$ cat config.mk
export PLATFORM = sky130hd
export DESIGN_NAME = smb_cfg_slave
export DESIGN_NICKNAME = d
export VERILOG_FILES = /design/src/rtl/smb_cfg_pkg.sv /design/src/rtl/smb_line_sync.sv /design/src/rtl/smb_proto_fsm.sv /design/src/rtl/smb_reg_bank.sv /design/src/rtl/smb_cfg_slave.sv
export SDC_FILE = /design/constraint.sdc
export NUM_CORES = 1
export LEC_CHECK = 0
export CORE_MARGIN = 1.5
export CORE_UTILIZATION = 36
export DETAILED_ROUTE_END_ITERATION = 8
export PLACE_DENSITY_LB_ADDON = 0.1
export SLEW_MARGIN = 25
export SYNTH_ARGS = -nofsm -noshare
export SYNTH_HDL_FRONTEND = slang
export SYNTH_SLANG_ARGS = --single-unit
$ cat constraint.sdc
create_clock -name clk -period 3.4 [get_ports clk]
set_clock_uncertainty 0.1 [all_clocks]
set_input_delay 0.85 -clock clk [delete_from_list [all_inputs] [get_ports clk]]
set_output_delay 0.85 -clock clk [all_outputs]
set_load 0.005 [all_outputs]
$ cat src/rtl/smb_cfg_pkg.sv
`timescale 1ns/1ps
package smb_cfg_pkg;
    localparam int unsigned BYTE_W = 8;
    localparam int unsigned OFF_W  = BYTE_W - 1;
    localparam int unsigned CNT_W  = 4;

    typedef enum logic [3:0] {
        ST_IDLE,
        ST_ADDR,
        ST_ADDR_ACK,
        ST_CMD,
        ST_CMD_ACK,
        ST_WDATA,
        ST_WDATA_ACK,
        ST_RDATA,
        ST_RDATA_ACK,
        ST_WAIT
    } smb_state_e;
endpackage

$ cat src/rtl/smb_line_sync.sv
`timescale 1ns/1ps
module smb_line_sync #(
    parameter int unsigned SYNC_STAGES = 2
) (
    input  logic clk,
    input  logic rst_n,
    input  logic scl_i,
    input  logic sda_i,
    output logic scl_rise,
    output logic scl_fall,
    output logic start_evt,
    output logic stop_evt,
    output logic sda_bit
);
    logic [SYNC_STAGES-1:0] scl_pipe, sda_pipe;
    logic scl_s, sda_s, scl_d, sda_d;

    generate
        if (SYNC_STAGES == 1) begin : g_single
            always_ff @(posedge clk) begin
                if (!rst_n) begin
                    scl_pipe <= '1;
                    sda_pipe <= '1;
                end else begin
                    scl_pipe <= scl_i;
                    sda_pipe <= sda_i;
                end
            end
        end else begin : g_chain
            always_ff @(posedge clk) begin
                if (!rst_n) begin
                    scl_pipe <= '1;
                    sda_pipe <= '1;
                end else begin
                    scl_pipe <= {scl_pipe[SYNC_STAGES-2:0], scl_i};
                    sda_pipe <= {sda_pipe[SYNC_STAGES-2:0], sda_i};
                end
            end
        end
    endgenerate

    assign scl_s = scl_pipe[SYNC_STAGES-1];
    assign sda_s = sda_pipe[SYNC_STAGES-1];

    always_ff @(posedge clk) begin
        if (!rst_n) begin
            scl_d <= 1'b1;
            sda_d <= 1'b1;
        end else begin
            scl_d <= scl_s;
            sda_d <= sda_s;
        end
    end

    // SDA moving while SCL stays high marks a frame boundary
    assign start_evt = scl_s & scl_d & sda_d & ~sda_s;
    assign stop_evt  = scl_s & scl_d & ~sda_d & sda_s;
    assign scl_rise  = scl_s & ~scl_d;
    assign scl_fall  = ~scl_s & scl_d;
    assign sda_bit   = sda_s;
endmodule

$ cat src/rtl/smb_proto_fsm.sv
`timescale 1ns/1ps
module smb_proto_fsm
    import smb_cfg_pkg::*;
#(
    parameter logic [6:0] SLV_ADDR = 7'h2C
) (
    input  logic              clk,
    input  logic              rst_n,
    input  logic              scl_rise,
    input  logic              scl_fall,
    input  logic              start_evt,
    input  logic              stop_evt,
    input  logic              sda_bit,
    input  logic [BYTE_W-1:0] rd_byte,
    output logic [OFF_W-1:0]  cur_off,
    output logic              wr_stb,
    output logic [BYTE_W-1:0] wr_data,
    output logic              sda_oe,
    output smb_state_e        state
);
    smb_state_e        st_n;
    logic [CNT_W-1:0]  bitcnt;
    logic [BYTE_W-1:0] shreg;
    logic              rw_q, blk_q;
    logic [OFF_W-1:0]  off_q;
    logic              byte_done, rx_state, ack_state;

    assign byte_done = scl_fall && (bitcnt == CNT_W'(BYTE_W));
    assign rx_state  = (state == ST_ADDR) || (state == ST_CMD) || (state == ST_WDATA);
    assign ack_state = (state == ST_ADDR_ACK) || (state == ST_CMD_ACK) || (state == ST_WDATA_ACK);

    // next-state logic
    always_comb begin
        st_n = state;
        if (start_evt) begin
            st_n = ST_ADDR;
        end else if (stop_evt) begin
            st_n = ST_IDLE;
        end else begin
            unique case (state)
                ST_IDLE:      st_n = ST_IDLE;
                ST_ADDR:      if (byte_done)
                                  st_n = (shreg[7:1] == SLV_ADDR) ? ST_ADDR_ACK : ST_WAIT;
                ST_ADDR_ACK:  if (scl_fall) st_n = rw_q ? ST_RDATA : ST_CMD;
                ST_CMD:       if (byte_done) st_n = ST_CMD_ACK;
                ST_CMD_ACK:   if (scl_fall) st_n = blk_q ? ST_WAIT : ST_WDATA;
                ST_WDATA:     if (byte_done) st_n = ST_WDATA_ACK;
                ST_WDATA_ACK: if (scl_fall) st_n = ST_WAIT;
                ST_RDATA:     if (scl_fall && bitcnt == CNT_W'(BYTE_W - 1)) st_n = ST_RDATA_ACK;
                ST_RDATA_ACK: if (scl_fall) st_n = ST_WAIT;
                ST_WAIT:      st_n = ST_WAIT;
                default:      st_n = ST_IDLE;
            endcase
        end
    end

    // state register
    always_ff @(posedge clk) begin
        if (!rst_n) state <= ST_IDLE;
        else        state <= st_n;
    end

    // shift register, bit counter and captured fields
    always_ff @(posedge clk) begin
        if (!rst_n) begin
            bitcnt <= '0;
            shreg  <= '0;
            rw_q   <= 1'b0;
            blk_q  <= 1'b0;
            off_q  <= '0;
        end else if (start_evt || stop_evt) begin
            bitcnt <= '0;
        end else begin
            if (rx_state && scl_rise) begin
                shreg  <= {shreg[BYTE_W-2:0], sda_bit};
                bitcnt <= bitcnt + 1'b1;
            end
            if (state == ST_ADDR && st_n == ST_ADDR_ACK)
                rw_q <= shreg[0];
            if (state == ST_CMD && st_n == ST_CMD_ACK) begin
                blk_q <= ~shreg[BYTE_W-1];
                if (shreg[BYTE_W-1])
                    off_q <= shreg[OFF_W-1:0];
            end
            if (ack_state && scl_fall) begin
                bitcnt <= '0;
                if (state == ST_ADDR_ACK && rw_q)
                    shreg <= rd_byte;
            end
            if (state == ST_RDATA && scl_fall) begin
                shreg  <= {shreg[BYTE_W-2:0], 1'b0};
                bitcnt <= bitcnt + 1'b1;
            end
        end
    end

    // outputs
    always_comb begin
        wr_stb  = (state == ST_WDATA) && byte_done && !start_evt && !stop_evt;
        wr_data = shreg;
        cur_off = off_q;
        unique case (state)
            ST_ADDR_ACK, ST_CMD_ACK, ST_WDATA_ACK: sda_oe = 1'b1;
            ST_RDATA:                              sda_oe = ~shreg[BYTE_W-1];
            default:                               sda_oe = 1'b0;
        endcase
    end
endmodule

$ cat src/rtl/smb_reg_bank.sv
`timescale 1ns/1ps
module smb_reg_bank
    import smb_cfg_pkg::*;
#(
    parameter int unsigned NUM_REGS = 8
) (
    input  logic                       clk,
    input  logic                       rst_n,
    input  logic                       start_evt,
    input  logic                       wr_stb,
    input  logic [BYTE_W-1:0]          wr_data,
    input  logic [OFF_W-1:0]           cur_off,
    input  logic [3:0]                 fs_strap,
    input  logic                       ss_strap,
    output logic [BYTE_W-1:0]          rd_byte,
    output logic [NUM_REGS*BYTE_W-1:0] cfg_q,
    output logic                       sealed,
    output logic [3:0]                 fs_sel,
    output logic                       spread_en
);
    localparam int unsigned IDX_W  = (NUM_REGS > 1) ? $clog2(NUM_REGS) : 1;
    localparam int unsigned BIT_WE = 0;
    localparam int unsigned BIT_SS = 6;
    localparam int unsigned BIT_LK = 7;

    logic [BYTE_W-1:0] regs [NUM_REGS];
    logic              wr_open;

    always_ff @(posedge clk) begin
        if (!rst_n) begin
            for (int i = 0; i < NUM_REGS; i++)
                regs[i] <= (i == 0) ? {3'b000, fs_strap, 1'b0} : '0;
            wr_open <= 1'b0;
        end else begin
            // permission follows the enable bit as it stood when the transfer began
            if (start_evt)
                wr_open <= regs[0][BIT_WE] & ~regs[0][BIT_LK];
            if (wr_stb && !regs[0][BIT_LK]) begin
                for (int i = 0; i < NUM_REGS; i++) begin
                    if (cur_off == OFF_W'(i)) begin
                        if (wr_open)
                            regs[i] <= wr_data;
                        else if (i == 0)
                            regs[0][BIT_WE] <= wr_data[BIT_WE];
                    end
                end
            end
        end
    end

    generate
        for (genvar g = 0; g < NUM_REGS; g++) begin : g_flat
            assign cfg_q[g*BYTE_W +: BYTE_W] = regs[g];
        end
    endgenerate

    always_comb begin
        if (cur_off >= OFF_W'(NUM_REGS))
            rd_byte = '0;
        else if (cur_off == '0)
            rd_byte = {regs[0][BIT_LK], ss_strap, regs[0][BIT_SS-1:0]};
        else
            rd_byte = regs[cur_off[IDX_W-1:0]];
    end

    assign sealed    = regs[0][BIT_LK];
    assign fs_sel    = regs[0][4:1];
    assign spread_en = ss_strap | regs[0][BIT_SS];
endmodule

$ cat src/rtl/smb_cfg_slave.sv
`timescale 1ns/1ps
module smb_cfg_slave
    import smb_cfg_pkg::*;
#(
    parameter logic [6:0]  SLV_ADDR    = 7'h2C,
    parameter int unsigned NUM_REGS    = 8,
    parameter int unsigned SYNC_STAGES = 2
) (
    input  logic                       clk,
    input  logic                       rst_n,
    input  logic                       scl_i,
    input  logic                       sda_i,
    output logic                       sda_oe,
    input  logic [3:0]                 fs_strap,
    input  logic                       ss_strap,
    output logic [3:0]                 fs_sel,
    output logic                       spread_en,
    output logic [NUM_REGS*BYTE_W-1:0] cfg_q
);
    logic              scl_rise, scl_fall, start_evt, stop_evt, sda_bit;
    logic              wr_stb, sealed;
    logic [BYTE_W-1:0] wr_data, rd_byte;
    logic [OFF_W-1:0]  cur_off;
    smb_state_e        state;

    smb_line_sync #(.SYNC_STAGES(SYNC_STAGES)) u_sync (
        .clk(clk), .rst_n(rst_n), .scl_i(scl_i), .sda_i(sda_i),
        .scl_rise(scl_rise), .scl_fall(scl_fall),
        .start_evt(start_evt), .stop_evt(stop_evt), .sda_bit(sda_bit)
    );

    smb_proto_fsm #(.SLV_ADDR(SLV_ADDR)) u_fsm (
        .clk(clk), .rst_n(rst_n), .scl_rise(scl_rise), .scl_fall(scl_fall),
        .start_evt(start_evt), .stop_evt(stop_evt), .sda_bit(sda_bit),
        .rd_byte(rd_byte), .cur_off(cur_off), .wr_stb(wr_stb),
        .wr_data(wr_data), .sda_oe(sda_oe), .state(state)
    );

    smb_reg_bank #(.NUM_REGS(NUM_REGS)) u_bank (
        .clk(clk), .rst_n(rst_n), .start_evt(start_evt), .wr_stb(wr_stb),
        .wr_data(wr_data), .cur_off(cur_off), .fs_strap(fs_strap),
        .ss_strap(ss_strap), .rd_byte(rd_byte), .cfg_q(cfg_q),
        .sealed(sealed), .fs_sel(fs_sel), .spread_en(spread_en)
    );
endmodule

==> out/metrics.yaml, run 1 <==
clkSlewWorstSetupHoldPaths_ns: 0.06
vias: 3890
drt_first_pass_iters: 5
cts-root-buf: "clkbuf_16"
yosys-top-cells-area: "edfxtp_1, dfxtp_1, mux2i_1, nor2_1, mux4_2"
clock-sinks: 99
period_share_pct: 87.0
tightest_slew_ns: 0.689
fillers: 1242
multi_input_area_um2: 2000
drtIter0Drc: 279
utilization_pct: 46.8
synth_most_common_cell: "edfxtp_1"
rows: 42
route.detailed.drc: 0
clk_path_buf_depth: 2
dieWidth_um: 118
yosys_most_used_dff: "edfxtp_1"
cts_made_buffers: 9
grt_pass1_vias: 3780
synth_top_cell_area_share_pct: 40.0
htree_levels: 3
cp-start-kind: "input port"
maxCapViolations: 0
synth_edf_count: 64
netlist_top_cells_count: "edfxtp_1, nor2_1, dfxtp_1"
crit_fanout: 2
gp_congestion: 0.862
avgSynthCellArea_um2: 10.8
antenna_found_initial: 0
powerDensity_nw_per_um2: 422
grt_max_degree: 20
synth_fa_ha_area_share_pct: 0.730
cts_hold_buf: 0
syn_to_final_growth_pct: 28.2
start_util_pct: 36.5
layout_min_cycle_time_ns: 2.96
wl_um: 13900
arrival_ns: 2.01
tritoncts: "yes"
synthDistinctLibCells: 60
status: "completed"
die_area_um2: 14000
core_um2: 13100
track_usage_pct: 20.6
crit_slowest_cell: "clkdlybuf4s50_1"
path_class: "input port to output port"
path_cells: "clkdlybuf4s50_1 > or2_2 > clkdlybuf4s50_1"
peakVddDrop_v: 0.000174
antenna_left: 0
antenna_cells: 0
maxSlewHeadroom_pct: 53.4
cts_setup_buffers: 0
hold_path.class: "flip-flop to flip-flop"
max_stage_delay_ns: 0.45
cpMostUsedCell: "clkdlybuf4s50_1"
die-height_um: 118
num_io_pins: 79
ys_seq_area_share_pct: 54.6
synth_area_um2: 4800
finalSetupViolCount: 0
synth_compound_area_share_pct: 10.7
synth-seq-cells: 99
drv_slew: 0
layout.nets: 544
drive_above_1_share_pct: 9.67
synth_top_family_by_area: "simple AND/OR/NAND/NOR gates"
p_leak_nw: 2.08
synth_xor_xnor_area_share_pct: 0.182
postLayoutCellArea_um2: 6150
viasPerCell: 5.45
yosysTopAreaCell: "edfxtp_1"
tns_ns: 0
rsz0062_at_grt: "no"
portBuffers: 78
syn_inst: 446
insertion_delay_ns: 0.34
max_freq_mhz: 338
yosys.area_share.simple_pct: 19.4
syn_nets: 457
gr-total-overflow: 0
synthMuxAreaShare_pct: 10.6
hold_viol_final: 0
postCtsResizedCells: 0
endpoint_kind: "output port"
yosysWarnings: 0
dpl-instance-area_um2: 5860
post-dp-hpwl_um: 10300
wl_per_cell_um: 19.5
worstPathRequired_ns: 2.45
async_flop_share_pct: 0
grt_pass1_wl_um: 22000
regArea_um2: 2620
layout by cell type (no fill, tap or decap), types with 3 or more instances in the layout:
cell             instances
nand2b_1                 9
buf_4                   23
or3_1                    9
or4_1                    4
a41oi_1                  5
mux2i_1                 33
o22ai_1                 11
a21oi_1                 13
mux4_2                   6
nor4_1                   3
or2_2                    3
dfxtp_1                 35
nand3_1                 18
a31oi_1                  3
nand2_1                 32
edfxtp_1                64
o21ai_0                 12
o211ai_1                11
clkbuf_16                9
nand4_1                  6
nor3_1                   7
inv_1                   17
nor2_1                  59
mux2_1                   3
clkdlybuf4s50_1         78
nor2b_1                 16
state kept, by name, indices dropped and copies added (netlist names), named ones only:
name	flops
u_bank.regs	64
u_fsm.wr_data	8
u_fsm.cur_off	7
u_fsm.bitcnt	4
u_fsm.state	4
u_sync.scl_pipe	2
u_sync.sda_pipe	2
u_bank.wr_open	1
u_fsm.blk_q	1
u_fsm.rw_q	1
u_sync.scl_d	1
u_sync.sda_d	1
through the flow:
| stage | instances | power (mW) | setup WS (ns) | hold WS (ns) |
|---|---|---|---|---|
| after floorplan | 446 | 1.46 | 0.823 | 0.286 |
| after global placement | 698 | 1.59 | 0.458 | 0.292 |
| after detailed placement | 698 | 1.59 | 0.457 | 0.292 |
| after CTS | 714 | 2.61 | 0.442 | 0.307 |
| after global routing | 714 | 2.67 | 0.371 | 0.321 |
| final | 714 | 2.59 | 0.440 | 0.305 |
final timing paths:
check	start	to	slack, ns	cells after the start
worst max-delay path	ss_strap	spread_en	0.44	3
worst min register to register	u_sync.sda_pipe[0]	u_sync.sda_pipe[1]	0.30	1
worst min-delay path	u_sync.sda_pipe[0]	u_sync.sda_pipe[1]	0.30	1
worst max register to register	u_sync.scl_pipe[1]	u_bank.regs[7][6]	0.73	6
routing by layer:
metal  up-vias  track usage [%]  part of all wire [%]
li1       1825                -                     -
met1      1901             30.1                    47
met2       145             30.6                    45
met3        19             4.05                   6.6
met4         0             6.70                   1.5
met5         -                0                     0
cell type report:
cell class / instances / share of cell area [%]
repair buffers: 101 / 15.5
flip-flops and latches: 99 / 42.6
clock inverters: 6 / 1.04
inverters: 17 / 1.04
clock buffers: 10 / 3.72
well taps: 176 / 3.58
multi-input cells: 305 / 32.5
report_power, final:
| group | leakage (nW) | internal, mW | total, mW | switching, mW |
|---|---|---|---|---|
| registers | 0.905 | 1.33 | 1.37 | 0.0432 |
| logic | 1.03 | 0.111 | 0.196 | 0.0844 |
| clock network | 0.143 | 0.573 | 1.03 | 0.456 |
kinds of logic (layout without fill, tap and decap cells):
group                    count (synthesis)  count (layout)
flip-flops                              99              99
AND/OR/NAND/NOR                        182             182
AO/OA/AOI/OAI                           76              76
multiplexers                            43              43
adder cells (fa/ha/maj)                  3               3
XOR/XNOR                                 1               1
buffers and inverters                   42             134
critical path: cells and delay by family:
family,cells,cell delay [ns]
buffers and inverters,2,0.88
AND/OR/NAND/NOR,1,0.28
No activity file was read; power rests on OpenSTA's default activity.
==> run 2, diff against run 1 <==
HOLD_SLACK_MARGIN = 0.08   (was default)
==> results of run 2 <==
Final layout, timing and power as in run 1 (identical DEF).
